--- src/rtl/rev_reg_update.sv ---
module rev_reg_update #(
  parameter int W  = 16,
  parameter int IW = 8
) (
  input  logic          clk,
  input  logic          rst_n,
  input  logic          in_valid,
  input  logic [3:0]    op,
  input  logic          reverse,
  input  logic [W-1:0]  d_in,
  input  logic [W-1:0]  src,
  input  logic [IW-1:0] imm,
  input  logic [W-1:0]  pop_data,
  output logic          out_valid,
  output logic [W-1:0]  d_out,
  output logic          push_req,
  output logic [W-1:0]  push_data,
  output logic          pop_req,
  output logic          mem_we,
  output logic [W-1:0]  mem_wdata
);
  localparam int SHW = $clog2(W);
  localparam logic [3:0] OP_XHI = 4'd0, OP_XLO = 4'd1, OP_LHI = 4'd2, OP_LLO = 4'd3,
                         OP_ADD = 4'd4, OP_SUB = 4'd5, OP_XOR = 4'd6, OP_EX  = 4'd7,
                         OP_ROL = 4'd8, OP_SHR = 4'd9, OP_OR  = 4'd10, OP_AND = 4'd11,
                         OP_DUP = 4'd12;

  logic [SHW-1:0] amt;
  logic [2*W-1:0] dd, rl, rr;
  logic [W-1:0]   hi_imm, lo_imm, sx_imm, fwd_val, nxt;
  logic           lossy;

  assign amt    = src[SHW-1:0];
  assign dd     = {d_in, d_in};
  assign rl     = dd << amt;
  assign rr     = dd >> amt;
  assign hi_imm = {imm, {(W-IW){1'b0}}};
  assign lo_imm = {{(W-IW){1'b0}}, imm};
  assign sx_imm = {{(W-IW){imm[IW-1]}}, imm};
  assign lossy  = (op == OP_LHI) || (op == OP_LLO) || (op == OP_SHR) ||
                  (op == OP_OR)  || (op == OP_AND) || (op == OP_DUP);

  always_comb begin
    case (op)
      OP_LHI:  fwd_val = hi_imm;
      OP_LLO:  fwd_val = sx_imm;
      OP_SHR:  fwd_val = W'($signed(d_in) >>> amt);
      OP_OR:   fwd_val = d_in | src;
      OP_AND:  fwd_val = d_in & src;
      OP_DUP:  fwd_val = src;
      default: fwd_val = d_in;
    endcase
  end

  always_comb begin
    case (op)
      OP_XHI:  nxt = d_in ^ hi_imm;
      OP_XLO:  nxt = d_in ^ lo_imm;
      OP_ADD:  nxt = reverse ? d_in - src : d_in + src;
      OP_SUB:  nxt = reverse ? d_in + src : d_in - src;
      OP_XOR:  nxt = d_in ^ src;
      OP_EX:   nxt = src;
      OP_ROL:  nxt = reverse ? rr[W-1:0] : rl[2*W-1:W];
      default: nxt = (lossy && reverse) ? pop_data : fwd_val;
    endcase
  end

  always_ff @(posedge clk) begin
    if (!rst_n) begin
      out_valid <= 1'b0;
      push_req  <= 1'b0;
      pop_req   <= 1'b0;
      mem_we    <= 1'b0;
      d_out     <= '0;
      push_data <= '0;
      mem_wdata <= '0;
    end else begin
      out_valid <= in_valid;
      push_req  <= in_valid && lossy && !reverse;
      pop_req   <= in_valid && lossy && reverse;
      mem_we    <= in_valid && (op == OP_EX);
      if (in_valid) begin
        d_out     <= nxt;
        push_data <= d_in;
        mem_wdata <= d_in;
      end
    end
  end

  p_no_push_and_pop_r6: assert property (@(posedge clk) disable iff (!rst_n)
    !(push_req && pop_req));
  p_push_holds_old_r6: assert property (@(posedge clk) disable iff (!rst_n)
    in_valid && !reverse && lossy |=> push_req && push_data == $past(d_in));
  p_pop_restores_r5: assert property (@(posedge clk) disable iff (!rst_n)
    in_valid && reverse && lossy |=> pop_req && d_out == $past(pop_data));
  p_idle_quiet_r7: assert property (@(posedge clk) disable iff (!rst_n)
    !in_valid |=> !out_valid && !push_req && !pop_req && !mem_we);
  p_flags_need_valid_r7: assert property (@(posedge clk) disable iff (!rst_n)
    (push_req || pop_req || mem_we) |-> out_valid);
  p_swap_write_r8: assert property (@(posedge clk) disable iff (!rst_n)
    in_valid && op == OP_EX |=> mem_we && mem_wdata == $past(d_in) && d_out == $past(src));
endmodule

--- config.mk ---
export PLATFORM = sky130hd
export DESIGN_NAME = rev_reg_update
export DESIGN_NICKNAME = d
export VERILOG_FILES = /design/src/rtl/rev_reg_update.sv
export SDC_FILE = /design/constraint.sdc
export NUM_CORES = 1
export LEC_CHECK = 0
export BUFFER_PORTS_ARGS = -buffer_cell sky130_fd_sc_hd__buf_2
export CAP_MARGIN = 30
export CELL_PAD_IN_SITES_DETAIL_PLACEMENT = 1
export CELL_PAD_IN_SITES_GLOBAL_PLACEMENT = 2
export CORE_ASPECT_RATIO = 2
export CORE_MARGIN = 3
export CORE_UTILIZATION = 36
export CTS_CLUSTER_DIAMETER = 120
export CTS_CLUSTER_SIZE = 16
export DETAILED_ROUTE_END_ITERATION = 6
export MAX_ROUTING_LAYER = met4
export PLACE_DENSITY = 0.95
export SETUP_SLACK_MARGIN = 0.15
export SLEW_MARGIN = 20
export SYNTH_ARGS = -nofsm -noshare
export SYNTH_HDL_FRONTEND = slang
export SYNTH_SLANG_ARGS = --single-unit
--- constraint.sdc ---
create_clock -name clk -period 6.3 [get_ports clk]
set_input_delay 0.315 -clock clk [delete_from_list [all_inputs] [get_ports clk]]
set_output_delay 0.315 -clock clk [all_outputs]
set_load 0.01 [all_outputs]
==> out/qor.yml, run 1 <==
timing:
  tightest_slew_ns: 1.04
  fin_skew_ns: 0
  final_max_slew_viol_count: 0
  finalHoldViolations: 0
  finalCritPeriodShare: 0.562
  slew_headroom: 0.303
  finalSetupViolations: 0
  maxClockFrequency_mhz: 283
  min_period_ns: 3.54
  finalSetupTns_ns: 0
  rsz0062_at_grt: "no"
route:
  drt-initial-drc-count: 734
  first_pass_iters: 5
  ant_nets: 0
  via_per_inst: 6.59
  drcViolationCount: 0
  routedWlPerCell_um: 29.1
  wirelength_mm: 34.9
  vias: 7910
yosys:
  synth-async-reset-ratio: 0
  synth-xor-area-share: 0.0341
  synth_edf_count: 0
  synth_top_family_by_area: "compound AO/OA/AOI/OAI gates"
  post_synth_num_cell_types: 73
  synth_mux_area_frac: 0.201
  synth_ff_type: "dfxtp_1"
  synth_area_um2: 6900
  synth_cells: 905
  synth-seq-area-share: 0.105
  yosysWarnings: 0
  synth_area_per_cell_um2: 7.62
  yosys_register_bits: 36
  synth_compound_area_frac: 0.281
  synthSimpleGateAreaFrac: 0.180
  synth_fa_ha_area_frac: 0.100
  syn_nets: 1023
worst_setup_path:
  cp-start-kind: "primary input"
  cp_common_cell: "buf_4"
  cp.arrival_ns: 3.73
  crit_path_top_delay_cell: "a2111oi_1"
  slowest_delay_ns: 0.77
  worstPathRequired_ns: 6.49
  cp_cell_sequence: "buf_2 > buf_4 > clkinv_1 > buf_4 > ha_1 > nand2b_1 > o311a_1 > o211ai_1 > a2111oi_1 > nor4_1 > or3_1 > a31oi_1 > nor2_1"
  cp_max_fo: 52
  path_class: "in -> reg"
  end_kind: "flip-flop"
floorplanning:
  ios: 116
  die_x_um: 104
  rows: 71
  start_util: 0.366
  die_h_um: 202
  fp.coreArea_um2: 18800
  die_area_um2: 21000
min_path:
  hold_path.class: "in -> reg"
grt:
  grt_overflow_total: 0
  track_usage: 0.328
  grt_max_degree: 53
  grt_pass1_wl_mm: 50.4
  grt_pass1_vias: 7897
  antenna_found_initial: 0
cells_and_area:
  final_util: 0.404
  antenna_cells: 0
  fin_cells: 1200
  nNetsFinal: 1062
  syn_to_final_growth_pct: 10.4
  drive_above_1_share: 0.203
  design_area_um2: 7610
power:
  ir_drop_uv: 130
  finalPower_mw: 1.21
  p_per_area_nw_per_um2: 158
  p_leak_nw: 3.20
clock_network:
  clk_pin_slew_ns: 0.08
  cts_buffers: 5
  numClockSinks: 36
  clk_path_buf_depth: 2
  ctsResizeCount: 0
  insertion_delay_ns: 0.30
  cts_tree: "yes"
  cts_hold_buffers: 0
  htree_levels: 2
  root_buffer: "clkbuf_16"
  cts_setup_buffers: 0
placement:
  port_buffers: 115
  dpl_cell_area_um2: 7410
  place_congestion: 1.03
  dp_hpwl_mm: 26.7
  place_inst: 1191
job:
  drv_cap: 0
run_status:
  status: "finished, final reports clean"
cells in the final DEF, fill, tap and decap left out, types with 16 or more instances in the layout:
cell type and instances:
a21oi_1 74, xnor2_1 19, mux2i_1 46, mux4_2 40, buf_2 115, o211ai_1 18, buf_4 16, nor3_1 19
nor2b_1 31, inv_1 48, nor2_1 104, a221oi_1 17, dfxtp_1 36, o21ai_0 57, nand2_1 49, o21ai_1 24
ha_1 52
flip-flops by register name, indices dropped and copies added (netlist names):
register,flops
d_out,16
mem_we,1
out_valid,1
push_req,1
pop_req,1
mem_wdata,16
worst paths after layout:
kind	startpoint	to	slack, ns	depth (start not counted)
worst max-delay path	src[3]	d_out[12]	2.76	13
worst min-delay path	pop_data[11]	d_out[11]	0.39	4
worst max register to register	d_out[9]	d_out[9]	4.61	5
worst min register to register	d_out[0]	d_out[0]	0.46	2
cell usage after synthesis (24+ instances only):
| master | instances | area [um^2] |
|---|---|---|
| a21oi_1 | 74 | 370 |
| clkbuf_1 | 53 | 199 |
| dfxtp_1 | 36 | 721 |
| ha_1 | 52 | 651 |
| inv_1 | 48 | 180 |
| mux2i_1 | 46 | 460 |
| mux4_2 | 40 | 901 |
| nand2_1 | 49 | 184 |
| nor2_1 | 104 | 390 |
| nor2b_1 | 31 | 194 |
| o21ai_0 | 57 | 285 |
| o21ai_1 | 24 | 120 |
cell type report:
type	count	area, um^2
Fill cell	2384	11200
Sequential cell	36	721
Timing Repair Buffer	132	723
Multi-Input combinational cell	719	5490
Clock buffer	5	125
Clock inverter	3	46.3
Inverter	50	188
Tap cell	255	319
critical path: cells and delay by family:
family	cells	cell delay (ns)
AO/OA/AOI/OAI	4	1.36
adder cells (fa/ha/maj)	1	0.43
buffers and inverters	4	0.95
AND/OR/NAND/NOR	4	0.65
per-stage QoR:
stage	hold WS (ns)	setup WS (ns)
after detailed placement	0.456	2.49
after floorplan	0.474	3.03
final	0.394	2.76
after global routing	0.430	2.65
after CTS	0.389	2.81
after global placement	0.443	2.57
power breakdown:
| part | internal (mW) | switching (mW) |
|---|---|---|
| Combinational | 0.225 | 0.408 |
| Sequential | 0.244 | 0.0117 |
| Clock | 0.189 | 0.128 |
cell families (layout without fill, tap and decap cells):
group	after synthesis	in the layout
compound gates	297	297
xor+xnor	26	26
fa+ha+maj	54	54
buf+inv	150	190
flops	36	36
mux	88	88
simple gates	254	254
routing by layer:
layer / global-route usage / routed length, um / part of all wire / vias up
met1: 0.336 / 12000 / 0.34 / 3876
met3: 0.0379 / 2160 / 0.062 / 169
met2: 0.571 / 17700 / 0.51 / 452
met4: 0.244 / 3090 / 0.089 / 0
met5: - / 0 / 0 / -
li1: - / - / - / 3413
Note: power is estimated with default switching activity, not from simulation.
==> inputs of run 2 (changes only) <==
--- a/config.mk
+++ b/config.mk
@@ -11,12 +11,12 @@
 export CELL_PAD_IN_SITES_GLOBAL_PLACEMENT = 2
 export CORE_ASPECT_RATIO = 2
 export CORE_MARGIN = 3
-export CORE_UTILIZATION = 36
+export CORE_UTILIZATION = 34
 export CTS_CLUSTER_DIAMETER = 120
 export CTS_CLUSTER_SIZE = 16
 export DETAILED_ROUTE_END_ITERATION = 6
 export MAX_ROUTING_LAYER = met4
-export PLACE_DENSITY = 0.95
+export PLACE_DENSITY = 0.91
 export SETUP_SLACK_MARGIN = 0.15
 export SLEW_MARGIN = 20
 export SYNTH_ARGS = -nofsm -noshare
==> constraint.sdc (replaced) <==
create_clock -name clk -period 3.4 [get_ports clk]
set_input_delay 0.17 -clock clk [delete_from_list [all_inputs] [get_ports clk]]
set_output_delay 0.17 -clock clk [all_outputs]
set_load 0.01 [all_outputs]
==> run 2 against run 1 <==
Compared with the run above: combinational power is 96% higher; global-route usage is 1.6 points higher; wire length is 8.4% higher; sequential cell count stayed put; utilization is 0.42 points lower; non-clock buffer count is 45 higher; worst setup slack worse by 2.2 ns.
==> out/qor.yml, run 2 (synthesis results as in run 1) <==
run_status:
  status: "finished, final reports clean"
worst_setup_path:
  end_kind: "flip-flop"
  path_buf_inv: 3
  r2r_setup_slack_ns: 2.02
  path_class: "in -> reg"
  worstPathRequired_ns: 3.57
  startpoint: "d_in[1]"
  cp.arrival_ns: 2.96
  critical_path.top_delay_family: "compound AO/OA/AOI/OAI gates"
  crit_path_top_delay_cell: "a211oi_1"
  slowest_delay_ns: 0.45
  r2r_start: "d_out[9]"
  cp-start-kind: "primary input"
  cp_cell_sequence: "buf_2 > inv_1 > ha_1 > a211oi_1 > nor4_1 > o31ai_1 > buf_4 > o21ai_1 > a41oi_1 > o211ai_1 > mux2i_1 > o21ai_0"
  worstReg2RegEnd: "d_out[9]"
  cp.depth: 12
  reg2reg_depth: 5
  cp_max_fo: 14
  crit_end: "d_out[15]"
grt:
  grt_max_degree: 51
  antenna_found_initial: 0
  grt_overflow_total: 0
  grt_pass1_vias: 8282
  track_usage: 0.345
  grt_pass1_wl_mm: 54.5
clock_network:
  cts_hold_buffers: 0
  cts_setup_buffers: 0
  clk_pin_slew_ns: 0.07
  insertion_delay_ns: 0.30
  cts_buffers: 5
  root_buffer: "clkbuf_16"
  numClockSinks: 36
  cts_tree: "yes"
  htree_levels: 2
  ctsResizeCount: 0
  clk_path_buf_depth: 2
floorplanning:
  die_h_um: 207
  die_x_um: 107
  fp.coreArea_um2: 19900
  ios: 116
  start_util: 0.346
  die_area_um2: 22100
  rows: 73
route:
  routedWlPerCell_um: 30.2
  via_per_inst: 6.42
  wirelength_mm: 37.8
  vias: 8040
  drcViolationCount: 0
  first_pass_iters: 6
  ant_nets: 0
  drt-initial-drc-count: 574
cells_and_area:
  antenna_cells: 0
  nFillCells: 2556
  nNetsFinal: 1107
  design_area_um2: 7960
  syn_to_final_growth_pct: 15.5
  layout_common_cells: "115 x buf_2, 104 x nor2_1, 74 x a21oi_1, 60 x buf_4, 57 x o21ai_0"
  drive_above_1_share: 0.239
  largestRegisters: "d_out: 16 flops, mem_wdata: 16 flops"
  mostFrequentLayoutCell: "buf_2"
placement:
  dp_slack_ns: 0.351
  dp_hpwl_mm: 29.9
  dpl_cell_area_um2: 7790
  port_buffers: 115
  place_congestion: 1.10
power:
  ir_drop_uv: 194
  p_leak_nw: 3.42
  p_per_area_nw_per_um2: 291
  finalPower_mw: 2.32
timing:
  maxClockFrequency_mhz: 357
  worst_slack_ns: 0.602
  finalSetupTns_ns: 0
  tightest_slew_ns: 0.740
  slew_headroom: 0.501
  min_period_ns: 2.80
  finalHoldViolations: 0
  finalCritPeriodShare: 0.823
  final_max_slew_viol_count: 0
  rsz0062_at_grt: "no"
  finalSetupViolations: 0
  fin_skew_ns: 0
job:
  drv_cap: 0
min_path:
  worstHoldPathCells: 3
  hold_path.class: "in -> reg"
## run 2: layer usage
metal,track usage,share of wire,up-vias
met5,-,0,-
met4,0.287,0.11,0
met3,0.0389,0.062,187
met2,0.584,0.50,467
met1,0.347,0.33,3888
li1,-,-,3498
## run 2: cell type report
cell class / instances / area [um^2] / share of cell area
clock buffers: 5 / 125 / 0.0157
clock inverters: 3 / 46.3 / 0.00581
inverters: 50 / 188 / 0.0236
multi-input cells: 719 / 5490 / 0.689
flip-flops and latches: 36 / 721 / 0.0905
well taps: 262 / 328 / 0.0412
repair buffers: 177 / 1070 / 0.134
## run 2: report_power, final
| part | total (mW) | switching (mW) | internal [mW] |
|---|---|---|---|
| sequential | 0.471 | 0.0200 | 0.452 |
| clock | 0.601 | 0.250 | 0.351 |
| combinational | 1.24 | 0.788 | 0.456 |
## run 2: worst min path at each step
stage	slack, ns	endpoint	start
floorplan	0.34	mem_wdata[3]	d_in[3]
global placement	0.45	d_out[0]	d_out[0]
detailed placement	0.45	d_out[0]	d_out[0]
CTS	0.24	d_out[13]	pop_data[13]
global route	0.24	d_out[2]	pop_data[2]
finish	0.24	d_out[2]	pop_data[2]
## run 2: worst min-delay path, stage by stage
cell,delay [ns]
buf_2,0.08
o211ai_1,0.08
a31oi_1,0.17
## run 2: stage by stage
| stage | hold WS, ns | std cells | util |
|---|---|---|---|
| 5_1_grt | 0.243 | 1252 | 0.400 |
| 6_report | 0.241 | 1252 | 0.400 |
| 4_1_cts | 0.239 | 1252 | 0.400 |
| 3_3_place_gp | 0.447 | 1244 | 0.391 |
| 3_5_place_dp | 0.447 | 1244 | 0.391 |
| 2_1_floorplan | 0.340 | 905 | - |
==> inputs of run 3 (changes only) <==
==> constraint.sdc (replaced) <==
create_clock -name clk -period 2.9 [get_ports clk]
set_input_delay 0.145 -clock clk [delete_from_list [all_inputs] [get_ports clk]]
set_output_delay 0.145 -clock clk [all_outputs]
set_load 0.01 [all_outputs]
==> run 3 against run 2 <==
Compared with the run above: critical path depth unchanged; non-clock buffer count up 42; clock skew unchanged; critical path type unchanged.
==> out/qor.yml, run 3 (synthesis results as in run 1) <==
run_status:
  status: "finished, final reports clean"
placement:
  place_inst: 1286
  place_congestion: 1.10
  dp_slack_ns: -0.155
  dp_hpwl_mm: 30.6
  dpl_cell_area_um2: 8150
  port_buffers: 115
min_path:
  hold_path.class: "in -> reg"
  min_from: "pop_data[2]"
power:
  ir_drop_uv: 222
  p_per_area_nw_per_um2: 334
  p_leak_nw: 3.64
  finalPower_mw: 2.79
timing:
  maxClockFrequency_mhz: 385
  slew_headroom: 0.508
  finalSetupTns_ns: 0
  finalCritPeriodShare: 0.896
  tightest_slew_ns: 0.737
  final_max_slew_viol_count: 0
  finalHoldViolations: 0
  rsz0062_at_grt: "no"
  finalSetupViolations: 0
  fin_skew_ns: 0
  worst_slack_ns: 0.302
  min_period_ns: 2.60
clock_network:
  cts_setup_buffers: 0
  clk_pin_slew_ns: 0.07
  cts_tree: "yes"
  insertion_delay_ns: 0.30
  clk_path_buf_depth: 2
  root_buffer: "clkbuf_16"
  htree_levels: 2
  cts_buffers: 5
  numClockSinks: 36
  ctsResizeCount: 0
  cts_hold_buffers: 0
cells_and_area:
  nFillCells: 2555
  nNetsFinal: 1149
  mostFrequentLayoutCell: "buf_2"
  fin_cells: 1294
  layout_common_cells: "115 x buf_2, 104 x nor2_1, 100 x buf_4, 74 x a21oi_1, 57 x o21ai_0"
  syn_to_final_growth_pct: 20.9
  design_area_um2: 8340
  largestRegisters: "d_out: 16 flops, mem_wdata: 16 flops"
  drive_above_1_share: 0.275
  antenna_cells: 0
worst_setup_path:
  cp_cell_sequence: "buf_2 > buf_4 > clkinv_1 > mux2_2 > nor2_1 > a21oi_1 > a221oi_1 > buf_4 > o41ai_1 > o21ai_1 > buf_4 > nor2_1"
  cp_max_fo: 30
  cp_common_cell: "buf_4"
  r2r_start: "d_out[9]"
  startpoint: "src[0]"
  end_kind: "flip-flop"
  path_class: "in -> reg"
  cp.arrival_ns: 2.80
  critical_path.top_delay_family: "buffers and inverters"
  worstPathRequired_ns: 3.10
  path_buf_inv: 5
  crit_path_top_delay_cell: "buf_4"
  cp-start-kind: "primary input"
  slowest_delay_ns: 0.44
route:
  wirelength_mm: 38.5
  first_pass_iters: 5
  via_per_inst: 6.38
  ant_nets: 0
  routedWlPerCell_um: 29.7
  vias: 8256
  drt-initial-drc-count: 662
  drcViolationCount: 0
floorplanning:
  start_util: 0.346
  die_area_um2: 22100
  ios: 116
  die_h_um: 207
  rows: 73
  die_x_um: 107
  fp.coreArea_um2: 19900
grt:
  grt_pass1_wl_mm: 56.1
  antenna_found_initial: 0
  grt_overflow_total: 0
  track_usage: 0.353
  grt_pass1_vias: 8593
  grt_max_degree: 51
job:
  drv_cap: 0
==> run 3: cell types whose count changed in the layout (fill, tap and decap cells not counted), sizes merged <==
cell,delta
buf,+42
==> run 3: cell type report <==
type / instances / area, um^2 / share of cell area
Clock buffer: 5 / 125 / 0.0150
Clock inverter: 3 / 46.3 / 0.00555
Inverter: 50 / 189 / 0.0227
Multi-Input combinational cell: 719 / 5520 / 0.662
Sequential cell: 36 / 721 / 0.0864
Tap cell: 262 / 328 / 0.0393
Timing Repair Buffer: 219 / 1410 / 0.169
==> run 3: worst paths after layout <==
kind                            slack (ns)       end  cells after the start
worst max register to register        1.42  d_out[9]                      5
worst min-delay path                  0.18  d_out[2]                      3
worst max-delay path                  0.30  d_out[7]                     12
worst min register to register        0.46  d_out[0]                      2
==> run 3: stage by stage <==
| stage | hold slack (ns) | util |
|---|---|---|
| after floorplan | 0.315 | - |
| after global placement | 0.444 | 0.409 |
| after detailed placement | 0.457 | 0.409 |
| after CTS | 0.178 | 0.418 |
| after global routing | 0.210 | 0.419 |
| final | 0.178 | 0.419 |
==> run 3: per-layer routing <==
| layer | part of all wire | track usage | routed length (um) | vias up |
|---|---|---|---|---|
| li1 | - | - | - | 3574 |
| met1 | 0.34 | 0.361 | 13000 | 4036 |
| met2 | 0.50 | 0.587 | 19100 | 435 |
| met3 | 0.057 | 0.0514 | 2210 | 211 |
| met4 | 0.11 | 0.290 | 4100 | 0 |
| met5 | 0 | - | 0 | - |
==> run 3: worst min-delay path, stage by stage <==
cell,delay (ns)
buf_2,0.08
o211ai_1,0.07
a31oi_1,0.14
==> run 3: power by group <==
group,switching [mW],leakage [nW],internal [mW]
registers,0.0242,0.297,0.529
logic,0.951,3.27,0.590
clock network,0.280,0.0804,0.410
